`config.mk`:
```
export PLATFORM = sky130hd
export DESIGN_NAME = baud_gen
export DESIGN_NICKNAME = d
export VERILOG_FILES = /design/src/rtl/baud_gen.sv
export SDC_FILE = /design/constraint.sdc
export NUM_CORES = 1
export LEC_CHECK = 0
export CORE_MARGIN = 3
export CORE_UTILIZATION = 56
export CTS_CLUSTER_DIAMETER = 50
export DETAILED_ROUTE_END_ITERATION = 10
export DONT_BUFFER_PORTS = 1
export PLACE_DENSITY = 0.74
export REMOVE_ABC_BUFFERS = 1
export SETUP_SLACK_MARGIN = 0.2
export SYNTH_ARGS = -nofsm -noshare
export SYNTH_HDL_FRONTEND = slang
export SYNTH_SLANG_ARGS = --single-unit
```
`constraint.sdc`:
```
create_clock -name clk -period 2.02 [get_ports clk]
set_input_delay 0.606 -clock clk [delete_from_list [all_inputs] [get_ports clk]]
set_output_delay 0.606 -clock clk [all_outputs]
set_load 0.02 [all_outputs]
```
`src/rtl/baud_gen.sv`:
```
module baud_gen #(
  parameter int CW = 12,
  localparam int TW = CW + 4
) (
  input  logic          clk,
  input  logic          rst_n,
  input  logic          run_en,
  input  logic          src_sel,
  input  logic          tc_we,
  input  logic [TW-1:0] tc_wdata,
  input  logic          ext_rxc,
  input  logic          pin_is_txclk,
  input  logic          pin_is_rxclk,
  output logic          rate1_pulse,
  output logic          rate1_level,
  output logic          rate2_pulse,
  output logic          rate2_level,
  output logic          pin_oe,
  output logic          pin_clk
);

  logic [TW-1:0] tc_reg;
  logic [1:0]    rx_sync;
  logic          rx_prev;
  logic          run, half;
  logic [CW-1:0] cnt;
  logic [1:0]    sh_p1, sh_p2;
  logic [3:0]    p1cnt;
  logic [4:0]    p2cnt;
  logic [4:0]    p2_lim;

  wire tick   = src_sel ? (rx_sync[1] & ~rx_prev) : half;
  wire active = run_en & run;
  wire tc_hit = active & tick & (cnt == '0);
  wire p1_on  = |sh_p1;
  wire ev1    = tc_hit & (~p1_on | (p1cnt == 4'hF));
  wire ev2    = ev1 & (p2cnt >= p2_lim);

  always_comb begin
    case (sh_p2)
      2'b00:   p2_lim = 5'd0;
      2'b01:   p2_lim = 5'd15;
      default: p2_lim = 5'd31;
    endcase
  end

  always_ff @(posedge clk) begin
    if (!rst_n) begin
      tc_reg  <= '0;
      rx_sync <= '0;
      rx_prev <= 1'b0;
    end else begin
      if (tc_we) tc_reg <= tc_wdata;
      rx_sync <= {rx_sync[0], ext_rxc};
      rx_prev <= rx_sync[1];
    end
  end

  always_ff @(posedge clk) begin
    if (!rst_n) begin
      run         <= 1'b0;
      half        <= 1'b0;
      cnt         <= '0;
      sh_p1       <= '0;
      sh_p2       <= '0;
      p1cnt       <= '0;
      p2cnt       <= '0;
      rate1_level <= 1'b1;
      rate2_level <= 1'b1;
      rate1_pulse <= 1'b0;
      rate2_pulse <= 1'b0;
    end else begin
      rate1_pulse <= ev1;
      rate2_pulse <= ev2;
      if (!run_en) begin
        run <= 1'b0;
      end else if (!run) begin
        run         <= 1'b1;
        half        <= 1'b0;
        cnt         <= tc_reg[TW-1:4];
        sh_p1       <= tc_reg[3:2];
        sh_p2       <= tc_reg[1:0];
        p1cnt       <= '0;
        p2cnt       <= '0;
        rate1_level <= 1'b1;
        rate2_level <= 1'b1;
      end else begin
        half <= ~half;
        if (tick) begin
          if (cnt == '0) begin
            cnt   <= tc_reg[TW-1:4];
            sh_p1 <= tc_reg[3:2];
            sh_p2 <= tc_reg[1:0];
            p1cnt <= p1_on ? 4'(p1cnt + 4'd1) : 4'd0;
            if (ev1) p2cnt <= (p2cnt >= p2_lim) ? 5'd0 : 5'(p2cnt + 5'd1);
          end else begin
            cnt <= cnt - 1'b1;
          end
        end
        if (ev1) rate1_level <= ~rate1_level;
        if (ev2) rate2_level <= ~rate2_level;
      end
    end
  end

  assign pin_oe  = ~(pin_is_txclk | pin_is_rxclk);
  assign pin_clk = pin_oe & rate1_level;

  a_r1_reload_value: assert property (@(posedge clk) disable iff (!rst_n)
    tc_hit |=> cnt == $past(tc_reg[TW-1:4]));

  a_r3_rate2_within_rate1: assert property (@(posedge clk) disable iff (!rst_n)
    rate2_pulse |-> rate1_pulse);

  a_r4_startup_high: assert property (@(posedge clk) disable iff (!rst_n)
    (run && !$past(run)) |-> (rate1_level && rate2_level));

  a_r5_shadow_hold: assert property (@(posedge clk) disable iff (!rst_n)
    (run && run_en && !tc_hit) |=> ($stable(sh_p1) && $stable(sh_p2) && $stable(cnt) || !tick || $past(tick)));

  a_r7_frozen: assert property (@(posedge clk) disable iff (!rst_n)
    !run_en |=> (!rate1_pulse && !rate2_pulse));

  a_r8_level_toggle: assert property (@(posedge clk) disable iff (!rst_n)
    rate1_pulse |-> rate1_level != $past(rate1_level));

endmodule

```
==> flow_summary.ini <==
[yosys]
avgSynthCellArea_um2 = 8.41
async_reset_ff_share_pct = 0
synth_cells = 277
yosys_warnings = 0
synth_area_um2 = 2330
synth_flop_cell = dfxtp_1
synth_top_area_share_pct = 43.0
synthTopCellsByArea = dfxtp_1 43%, mux2i_1 7.3%, nor2_1 5.2%, a21oi_1 4.3%, o21ai_0 4.1%
synth-edff-count = 0
yosysSeqAreaShare_pct = 43.0
yosysUniqueCellTypes = 43
synth_top_area_cell = dfxtp_1
ys_ff_latch = 50

[timing]
setup_tns_ns = -2.81
rsz0062_at_grt = true
setup_slack_ns = -0.241
clock.fmax_mhz = 442
finalClockSkew_ns = 0.0112
worst_pin_slew_ns = 0.539
hold_ws_ns = 0.363
layout_min_cycle_time_ns = 2.26
drv_slew = 0
fin_crit_sh_pct = 112
setup_viol_count_final = 21
hold_violations = 0
maxSlewHeadroom_pct = 63.6

[clock_tree]
cts_sinks = 50
htreeDepth = 2
clk_latency_ns = 0.32
hold_buffers = 0
clk_pin_slew_worst_paths_ns = 0.10
numCtsBuffers = 5
cts-root-buf = clkbuf_8
cts_tree = yes
cts_buffer_depth = 2

[setup_path]
worst-path-max-fanout = 4
required_ns = 2.28
critical_path.endpoint = p1cnt[3]
reg2reg_setup_slack_ns = -0.24
worstPathArrival_ns = 2.52
reg2regPathDepth = 7
startpoint_type = register
r2r-end = p1cnt[3]
cp-startpoint = cnt[0]
critPathKind = register to register
r2r_start = cnt[0]
end_kind = register

[place]
numPortBuffers = 0
dp_hpwl_mm = 3.89
place_inst = 347
place_area_um2 = 2610
pre_cts_ws_ns = -0.249
gp_congestion = 0.837

[power]
clockPowerShare_pct = 29.4
powerDensity_nw_per_um2 = 752
cell_internal_pwr_mw = 1.71
p_sw_mw = 0.716
p_sw_share_pct = 29.5
peakVddDrop_mv = 0.661
p_comb_share_pct = 26.5
leakagePower_nw = 1.27
fin_total_pwr_mw = 2.43
seqPwrFrac_pct = 44.2

[route]
ant_nets = 0
wl_mm = 7.44
dr.first_iter.drc_count = 182
drtPass1Iterations = 4
via_per_inst = 6.37
vias = 2376
wl_per_cell_um = 19.9
drcViolationCount = 0

[finish]
layout_common_cells = 45 x dfxtp_1, 42 x buf_4, 29 x nor2_1
stdcell_area_um2 = 3230
final_common_cell = dfxtp_1
fin_util_pct = 84.3
fillers = 192
drive_gt1_share_pct = 38.8
largest_reg_flops = 16
diodes = 0
fin_nets = 355
instances_no_fill = 373
areaGrowthSynthToFinish_pct = 38.5

[grt]
grt_first_pass_wirelength_mm = 10.9
grt_start_max_net_pins = 21
overflow = 0
first_global_vias = 2381
grt_usage_pct = 27.5
antenna_found_initial = 0

[die]
initial_utilization_pct = 60.9
die_x_um = 70.5
die_y_um = 70.5
design.die.area_um2 = 4970
io_pins = 30
std_cell_rows = 22
core_area_um2 = 3830

[run]
max_cap_violations = 0

[outcome]
outcome = complete, but fails checks
violations = setup timing

[worst_hold_path]
hold_path.class = input pin to register
-- what timing repair did --
item / CTS / global route
setup buffers: 9 / 6
endpoints found under the setup margin: 28 / 28
gates resized for setup: 60 / 37
hold endpoints to repair: 0 / 0
cloned: 3 / 0
pin swaps: 26 / 16
-- area by class of cell --
type | instances | area (µm²) | area share [%]
clock buffer | 5 | 68.8 | 2.13
sequential | 50 | 1010 | 31.2
clock inverter | 3 | 40.0 | 1.24
multi-input combinational | 201 | 1520 | 47.2
inverter | 11 | 41.3 | 1.28
tap | 48 | 60.1 | 1.86
timing repair buffer | 55 | 485 | 15.0
-- power by group through the flow --
stage / logic (mW) / clock network (mW) / registers (mW)
3_3_place_gp: 0.375 / 0 / 1.08
5_1_grt: 0.681 / 0.747 / 1.07
3_5_place_dp: 0.383 / 0 / 1.08
4_1_cts: 0.528 / 0.707 / 1.06
2_1_floorplan: 0.225 / 0 / 1.08
6_report: 0.642 / 0.712 / 1.07
-- logic make-up (layout without fill, tap and decap cells) --
group / count (synthesis) / count (layout) / synth area share (%)
buffers and inverters: 26 / 74 / 4.30
adder cells (fa/ha/maj): 7 / 7 / 3.76
AND/OR/NAND/NOR: 115 / 115 / 24.5
AO/OA/AOI/OAI: 62 / 62 / 17.1
multiplexers: 17 / 17 / 7.30
flip-flops: 50 / 50 / 43.0
-- synthesized netlist by cell type, types with 2 or more instances --
cell type	n
mux2i_1	17
ha_1	7
o21ai_0	19
nor3b_1	2
nand4_1	2
dfxtp_1	50
inv_1	10
or3_1	5
a31oi_1	4
buf_2	2
nand3b_1	2
and2_1	6
nand2_1	22
nor3_1	11
or4_1	7
or2_2	2
a21oi_1	20
clkbuf_1	12
a221oi_1	4
nor2_1	32
nand2b_1	3
nand3_1	15
nor4_1	3
-- routing by layer --
metal / GRT usage (%) / vias to the layer above / part of all wire (%)
li1: - / 1090 / -
met1: 29.7 / 1106 / 37
met2: 49.9 / 140 / 51
met3: 6.19 / 40 / 7.2
met4: 13.6 / 0 / 4.6
met5: 0 / - / 0
-- critical path, stage by stage (launching register included) --
cell     delay, ns
dfxtp_2       0.33
inv_2         0.08
ha_4          0.13
or4b_4        0.50
o41ai_4       0.30
nand2_2       0.16
or4_1         0.56
a21oi_1       0.15
-- worst min-delay path by stage --
stage | end | startpoint | cells after the start
after floorplan | rx_sync[1] | rx_sync[0] | 1
after global placement | rx_sync[1] | rx_sync[0] | 1
after detailed placement | rx_sync[1] | rx_sync[0] | 1
after CTS | rate2_level | rst_n | 1
after global routing | rate2_level | rst_n | 1
final | rate2_level | rst_n | 1
No activity file was read; power rests on OpenSTA's default activity.
